[src/rtl/hazardPkg.sv]
package hazardPkg;

  // Number of ALU source operands (rs, rt)
  localparam int SRC_COUNT = 2;

  // Operand source codes
  localparam logic [1:0] SEL_REGFILE = 2'b00;
  localparam logic [1:0] SEL_MEMWB   = 2'b01;
  localparam logic [1:0] SEL_EXMEM   = 2'b10;

  // Strobes from control towards the pipeline edge
  typedef struct packed {
    logic [SRC_COUNT-1:0][1:0] opSel;
    logic                      holdFront;
    logic                      bubble;
  } strobesT;

endpackage

[src/rtl/hazardDatapath.sv]
module hazardDatapath
  import hazardPkg::*;
#(
  parameter int REG_W = 5
) (
  input  logic [SRC_COUNT-1:0][REG_W-1:0] ifidSrc,
  input  logic [SRC_COUNT-1:0][REG_W-1:0] idexSrc,
  input  logic [REG_W-1:0]                idexLoadDst,
  input  logic                            exmemRegWrite,
  input  logic [REG_W-1:0]                exmemRd,
  input  logic                            memwbRegWrite,
  input  logic [REG_W-1:0]                memwbRd,
  output logic [SRC_COUNT-1:0]            exHit,
  output logic [SRC_COUNT-1:0]            memHit,
  output logic [SRC_COUNT-1:0]            useHit
);

  localparam logic [REG_W-1:0] ZERO_REG = '0;

  logic exLive;
  logic memLive;

  // A stage can only bypass if it writes a real register
  assign exLive  = exmemRegWrite && (exmemRd != ZERO_REG);
  assign memLive = memwbRegWrite && (memwbRd != ZERO_REG);

  for (genvar i = 0; i < SRC_COUNT; i++) begin : g_cmp
    assign exHit[i]  = exLive  && (exmemRd == idexSrc[i]);
    assign memHit[i] = memLive && (memwbRd == idexSrc[i]);
    assign useHit[i] = (idexLoadDst == ifidSrc[i]);
  end

endmodule

[src/rtl/hazardControl.sv]
module hazardControl
  import hazardPkg::*;
(
  input  logic [SRC_COUNT-1:0] exHit,
  input  logic [SRC_COUNT-1:0] memHit,
  input  logic [SRC_COUNT-1:0] useHit,
  input  logic                 loadInEx,
  output strobesT              strobes
);

  logic stallReq;

  assign stallReq = loadInEx && (|useHit);

  always_comb begin
    strobes = '0;
    for (int i = 0; i < SRC_COUNT; i++) begin
      // younger result takes priority
      if (exHit[i])       strobes.opSel[i] = SEL_EXMEM;
      else if (memHit[i]) strobes.opSel[i] = SEL_MEMWB;
      else                strobes.opSel[i] = SEL_REGFILE;
    end
    strobes.holdFront = stallReq;
    strobes.bubble    = stallReq;
  end

endmodule

[src/rtl/hazardUnit.sv]
module hazardUnit
  import hazardPkg::*;
#(
  parameter int REG_W = 5
) (
  input  logic [REG_W-1:0] ifidRs,
  input  logic [REG_W-1:0] ifidRt,
  input  logic [REG_W-1:0] idexRs,
  input  logic [REG_W-1:0] idexRt,
  input  logic             idexMemRead,
  input  logic             exmemRegWrite,
  input  logic [REG_W-1:0] exmemRd,
  input  logic             memwbRegWrite,
  input  logic [REG_W-1:0] memwbRd,
  output logic [1:0]       fwdSelA,
  output logic [1:0]       fwdSelB,
  output logic             pcWriteEn,
  output logic             ifidWriteEn,
  output logic             idexBubble
);

  logic [SRC_COUNT-1:0][REG_W-1:0] ifidSrc;
  logic [SRC_COUNT-1:0][REG_W-1:0] idexSrc;
  logic [SRC_COUNT-1:0]            exHit;
  logic [SRC_COUNT-1:0]            memHit;
  logic [SRC_COUNT-1:0]            useHit;
  strobesT                         strobes;

  assign ifidSrc = {ifidRt, ifidRs};
  assign idexSrc = {idexRt, idexRs};

  hazardDatapath #(.REG_W(REG_W)) dp_i (
    .ifidSrc       (ifidSrc),
    .idexSrc       (idexSrc),
    .idexLoadDst   (idexRt),
    .exmemRegWrite (exmemRegWrite),
    .exmemRd       (exmemRd),
    .memwbRegWrite (memwbRegWrite),
    .memwbRd       (memwbRd),
    .exHit         (exHit),
    .memHit        (memHit),
    .useHit        (useHit)
  );

  hazardControl ctl_i (
    .exHit    (exHit),
    .memHit   (memHit),
    .useHit   (useHit),
    .loadInEx (idexMemRead),
    .strobes  (strobes)
  );

  assign fwdSelA     = strobes.opSel[0];
  assign fwdSelB     = strobes.opSel[1];
  assign pcWriteEn   = !strobes.holdFront;
  assign ifidWriteEn = !strobes.holdFront;
  assign idexBubble  = strobes.bubble;

endmodule

[config.mk]
export PLATFORM = sky130hd
export DESIGN_NAME = hazardUnit
export DESIGN_NICKNAME = d
export VERILOG_FILES = /design/src/rtl/hazardPkg.sv /design/src/rtl/hazardDatapath.sv /design/src/rtl/hazardControl.sv /design/src/rtl/hazardUnit.sv
export SDC_FILE = /design/constraint.sdc
export NUM_CORES = 1
export LEC_CHECK = 0
export ABC_AREA = 1
export BUFFER_PORTS_ARGS = -buffer_cell sky130_fd_sc_hd__buf_2
export CAP_MARGIN = 10
export CELL_PAD_IN_SITES_DETAIL_PLACEMENT = 1
export CELL_PAD_IN_SITES_GLOBAL_PLACEMENT = 1
export CORE_AREA = 8 8 57 59
export DETAILED_ROUTE_END_ITERATION = 6
export DIE_AREA = 0 0 65 67
export PLACE_DENSITY_LB_ADDON = 0.2
export SLEW_MARGIN = 20
export SYNTH_ARGS = -nofsm -noshare
export SYNTH_HDL_FRONTEND = slang
export SYNTH_SLANG_ARGS = --single-unit
[constraint.sdc]
create_clock -name vclk -period 0.9
set_input_delay 0.09 -clock vclk [all_inputs]
set_output_delay 0.09 -clock vclk [all_outputs]
set_load 0.02 [all_outputs]
==> results of run 1 <==
## per-layer routing
layer  wire length, microns  track usage  vias up  share of wire
met2                   1427       0.2112       19           0.57
met5                      0            0        -              0
met1                    979       0.1246      382           0.39
li1                       -            -      460              -
met3                     93      0.01342        0          0.037
met4                      0            0        0              0
## power by group through the flow
stage | registers (mW) | clock network, mW | logic (mW)
after global routing | 0 | 0 | 0.566
final | 0 | 0 | 0.513
after global placement | 0 | 0 | 0.331
after detailed placement | 0 | 0 | 0.342
after floorplan | 0 | 0 | 0.191
after CTS | 0 | 0 | 0.409
## logic make-up (layout without fill, tap and decap cells)
kind of cell | Yosys count | after routing | synth area share
AND/OR/NAND/NOR | 91 | 91 | 0.6364
AO/OA/AOI/OAI | 2 | 2 | 0.02438
buffers and inverters | 28 | 66 | 0.1996
XOR/XNOR | 9 | 9 | 0.1397
## metrics by stage
| step | util | setup WS [ps] | instance area (sq um) |
|---|---|---|---|
| detailed placement | 0.3407 | -149.4 | 805.8 |
| global route | 0.4915 | -135.6 | 1162 |
| floorplan | - | -22.52 | 583.1 |
| global placement | 0.3407 | -126.8 | 805.8 |
| finish | 0.4915 | -59.80 | 1162 |
| CTS | 0.4021 | -59.69 | 950.9 |
## synthesized netlist by cell type
cell     instances  area [sq um]
nand2_1         62         232.7
inv_1           21         78.83
nor2_1          18         67.56
nand3_1          8         40.04
inv_2            5         18.77
xor2_1           5         43.79
xnor2_1          4         35.03
buf_4            2         15.01
nand4_1          2         12.51
a21oi_2          1         8.760
nor2_2           1         6.260
o21ai_1          1         5.000
## timing repair
| action | in CTS | in global routing |
|---|---|---|
| cloned | 0 | 0 |
| hold buffers | 0 | 0 |
| buffers inserted | 0 | 0 |
| endpoints found under the setup margin | 7 | 7 |
| resized for setup | 47 | 67 |
| pin swaps | 20 | 35 |
## layout make-up
type,instances,area [sq um]
multi-input combinational,102,563.0
fill,338,1202
timing repair buffer,40,434.2
inverter,26,127.6
tap,30,37.54
## worst min path at each step
stage | startpoint | endpoint | slack [ps] | depth (start not counted)
finish | idexMemRead | ifidWriteEn | 480 | 3
global route | idexMemRead | ifidWriteEn | 490 | 3
CTS | idexMemRead | pcWriteEn | 470 | 3
detailed placement | idexMemRead | pcWriteEn | 480 | 3
global placement | idexMemRead | pcWriteEn | 470 | 3
floorplan | idexMemRead | ifidWriteEn | 260 | 1
==> impl_metrics.ini, run 1 <==
[min_path]
hold_path.class = in -> out

[final_layout]
drive_gt1_frac = 0.5238
area_delta_synth_final_pct = 106.0
clock_buffers = 0
layout.cells.non_filler = 198
seq_area_sq_um = 0
finalNetCount = 203
seq_cells = 0
most-common-layout-cells = nand2_1 (41), nand2_2 (20), buf_6 (19)
final_common_cell = nand2_1
antenna_cells = 0

[setup_path]
worstPathMaxFanout = 4
path_cells = buf_8 -> nor2_4 -> nand3_2 -> o21ai_4 -> nor2_2 -> nor2_2 -> buf_6
path_buf_inv = 2
worst-endpoint-required_ps = 810
slowest_stage = o21ai_4
cp-start-kind = input port
cp-startpoint = exmemRd[0]
end_kind = primary output
crit_end = fwdSelA[0]
path_common_cell = nor2_2
crit_family = simple AND/OR/NAND/NOR gates
critPathArrivalTime_ps = 870
crit_type = in -> out
cpPeakStageDelay_ps = 180
cp_num_cells = 7

[die]
fp.dieH_microns = 67
row_count = 18
fp.coreArea_sq_mm = 0.002365
start_util = 0.2386
pin_count = 40
die_w_microns = 65
die-area_sq_mm = 0.004355

[sta]
fin_tns_setup_ps = -200.8
setup-violations-final = 6
slew_violations = 0
rsz0062_at_grt = yes
relSlewSlack = 0.8726
max_freq_ghz = 1.042
min_period_ps = 959.8
layout_setup_ws_ps = -59.80
worstMarginPinSlew_ps = 189.7
final.period_utilization = 1.066
final_hold_viol_count = 0
worst_hold_slack_ps = 479.9

[routing]
detail-route-antenna-nets = 0
wirelength_mm = 2.500
drt_iter0_markers = 12
via_per_inst = 4.348
drc = 0
avgRoutedWirePerCell_microns = 12.63
num_vias = 861
dr.pass1.iters = 2

[synthesis]
yosys_warnings = 0
yosysSeqAreaShare = 0
ys_types = 12
synth_nets = 163
avgSynthCellArea_sq_um = 4.341
syn_inst = 130
synth_area_sq_um = 564.3

[placed_design]
hpwlAfterDp_mm = 2.033
place_inst = 198
finalWeightedCongestion = 0.7559
port_buffers = 40

[outcome]
status = complete, but fails checks
failed_checks = negative setup slack

[grt]
antenna_found_initial = 0
grt_pass1_vias = 971
grt_remaining_overflow = 0
grt_usage = 0.1066
grt_max_degree = 6
grt_pass1_wl_mm = 3.988

[power_and_ir_drop]
share_seq_of_total_power = 0
comb_power_share = 1.000
p_clk_frac = 0
p_sw_frac = 0.4831
ir_drop_uv = 194.2
p_sw_mw = 0.2477
total_power_mw = 0.5128
powerDensity_mw_per_mm2 = 441.2
p_leak_nw = 0.6361
intPower_mw = 0.2651

[job]
cap_violations = 0
Power figures use the tool's default switching activity.
==> run 2, diff against run 1 <==
--- a/config.mk
+++ b/config.mk
@@ -5,15 +5,14 @@
 export SDC_FILE = /design/constraint.sdc
 export NUM_CORES = 1
 export LEC_CHECK = 0
-export ABC_AREA = 1
 export BUFFER_PORTS_ARGS = -buffer_cell sky130_fd_sc_hd__buf_2
 export CAP_MARGIN = 10
 export CELL_PAD_IN_SITES_DETAIL_PLACEMENT = 1
 export CELL_PAD_IN_SITES_GLOBAL_PLACEMENT = 1
-export CORE_AREA = 8 8 57 59
+export CORE_AREA = 8 8 50 52
 export DETAILED_ROUTE_END_ITERATION = 6
-export DIE_AREA = 0 0 65 67
-export PLACE_DENSITY_LB_ADDON = 0.2
+export DIE_AREA = 0 0 58 60
+export PLACE_DENSITY_LB_ADDON = 0.15
 export SLEW_MARGIN = 20
 export SYNTH_ARGS = -nofsm -noshare
 export SYNTH_HDL_FRONTEND = slang
==> run 2 against run 1 <==
The flow still finishes with violations (negative setup slack). Routed wire length is 27% lower. Cell count down 38%. Critical endpoint is now fwdSelB[0]. First-iteration DRC count fell by 83%.
==> impl_metrics.ini, run 2 <==
[outcome]
status = complete, but fails checks
failed_checks = negative setup slack

[grt]
grt_pass1_vias = 639
gr-usage-met2 = 0.2197
grt_remaining_overflow = 0
met3_usage = 0.03011
grt_max_degree = 5
grt_usage = 0.1061
grt_pass1_wl_mm = 2.980
grtUsageMet1 = 0.1065
antenna_found_initial = 0
busiest_layer = met2

[sta]
slew_violations = 0
setup-violations-final = 7
fin_tns_setup_ps = -2177
worstMarginPinSlew_ps = 338.9
layout_setup_ws_ps = -588.6
final.period_utilization = 1.654
relSlewSlack = 0.7723
max_freq_ghz = 0.6718
min_period_ps = 1489
final_hold_viol_count = 0
rsz0062_at_grt = yes

[setup_path]
worstPathMaxFanout = 2
path_common_cell = nor4_4
crit_family = simple AND/OR/NAND/NOR gates
critPathArrivalTime_ps = 1400
path_cells = buf_6 -> or4_4 -> o21ai_4 -> nor4_4 -> nor4_4 -> buf_4
cpPeakStageDelay_ps = 540
cp-start-kind = input port
path_buf_inv = 2
worst-endpoint-required_ps = 810
end_kind = primary output
cp_num_cells = 6
cp-startpoint = exmemRd[0]
crit_type = in -> out
slowest_stage = or4_4

[final_layout]
seq_area_sq_um = 0
final_common_cell = buf_2
clock_buffers = 0
design_area_sq_um = 927.1
most-common-layout-cells = buf_2 (25), xnor2_1 (19), buf_4 (19)
seq_cells = 0
area_delta_synth_final_pct = 133.0
final_util = 0.5146
antenna_cells = 0
finalNetCount = 140
drive_gt1_frac = 0.6667

[power_and_ir_drop]
p_sw_mw = 0.1872
ir_drop_uv = 188.4
powerDensity_mw_per_mm2 = 470.1
p_leak_nw = 0.4067
p_sw_frac = 0.4295
comb_power_share = 1.000
intPower_mw = 0.2487
share_seq_of_total_power = 0
p_clk_frac = 0

[placed_design]
hpwlAfterDp_mm = 1.607
finalWeightedCongestion = 0.7580
postPlaceCellArea_sq_um = 778.2
port_buffers = 40

[min_path]
min-delay-start = idexMemRead
hold_path.class = in -> out
min_path_cells = 3

[synthesis]
synth_top_area_frac = 0.5283
synth.most_common_cell = xnor2_1
ys_types = 14
synth_top_area_cell = xnor2_1
avgSynthCellArea_sq_um = 7.802
synth_area_sq_um = 397.9
ys_top_cells_by_area = xnor2_1 (53%), xor2_1 (13%), nand4_1 (6.3%)
yosys_warnings = 0
synthTopCellsByCount = xnor2_1 (24), xor2_1 (6), nand4_1 (4)
yosysSeqAreaShare = 0
synth_nets = 84
syn_inst = 51

[routing]
wirelength_mm = 1.828
via_per_inst = 4.520
detail-route-antenna-nets = 0
dr.pass1.iters = 4
avgRoutedWirePerCell_microns = 14.86
num_vias = 556
drt_iter0_markers = 2
drc = 0

[die]
start_util = 0.2208
fp.coreArea_sq_mm = 0.001802
die_w_microns = 58
pin_count = 40
die-area_sq_mm = 0.003480
row_count = 16
fp.dieH_microns = 60

[job]
cap_violations = 0

[clock_tree]
ctsHoldBuffers = 0
[run 2: cell types whose count changed in the layout (fill, tap and decap cells not counted), moves of 6 or more]
cell     delta
buf_2      +16
buf_4      +15
buf_6       -9
inv_1      -12
inv_2       -6
nand2_1    -39
nand2_2    -19
nor2_1     -10
nor2_2      -6
xnor2_1    +15
[run 2: what timing repair did]
item,4_1_cts,5_1_grt
gates resized for setup,34,0
setup buffers,0,0
endpoints found under the hold margin,0,0
endpoints found under the setup margin,7,7
pin swaps,8,1
[run 2: worst min-delay path, stage by stage]
cell and delay [ps]:
buf_2 100, nand2_2 60, buf_6 130
[run 2: logic make-up (layout without fill, tap and decap cells)]
logic type / after synthesis / after routing / synth area share
xor gates and xnor gates: 30 / 30 / 0.6604
and+or+nand+nor: 17 / 17 / 0.2735
AOI/OAI and AO/OA: 2 / 2 / 0.03775
buffers and inverters: 2 / 56 / 0.02830
[run 2: cell type report]
| class | instances | area, sq um |
|---|---|---|
| Multi-Input combinational cell | 49 | 494.2 |
| Timing Repair Buffer | 56 | 410.4 |
| Fill cell | 216 | 874.6 |
| Tap cell | 18 | 22.52 |
[run 2: metal layers]
metal | wire (microns) | vias up | part of all wire
li1 | - | 285 | -
met1 | 650 | 247 | 0.36
met2 | 1021 | 24 | 0.56
met3 | 156 | 0 | 0.085
met4 | 0 | 0 | 0
met5 | 0 | - | 0
[run 2: path summary, 6_finish.rpt]
kind / slack (ps) / end
setup / recovery: -590 / fwdSelB[0]
hold / removal: 480 / pcWriteEn
[run 2: through the flow]
step	setup WS (ps)	power, mW	instances	hold slack, ps
2_1_floorplan	-448.9	0.1826	51	269.3
3_3_place_gp	-587.0	0.3584	123	468.0
3_5_place_dp	-602.8	0.3666	123	487.4
4_1_cts	-583.2	0.4395	123	483.2
5_1_grt	-640.0	0.4700	123	501.1
6_report	-588.6	0.4359	123	475.9
[run 2: power groups by stage]
stage / Sequential [mW] / Combinational (mW) / Clock (mW)
final: 0 / 0.436 / 0
after global routing: 0 / 0.470 / 0
after CTS: 0 / 0.440 / 0
after detailed placement: 0 / 0.367 / 0
after global placement: 0 / 0.358 / 0
after floorplan: 0 / 0.183 / 0
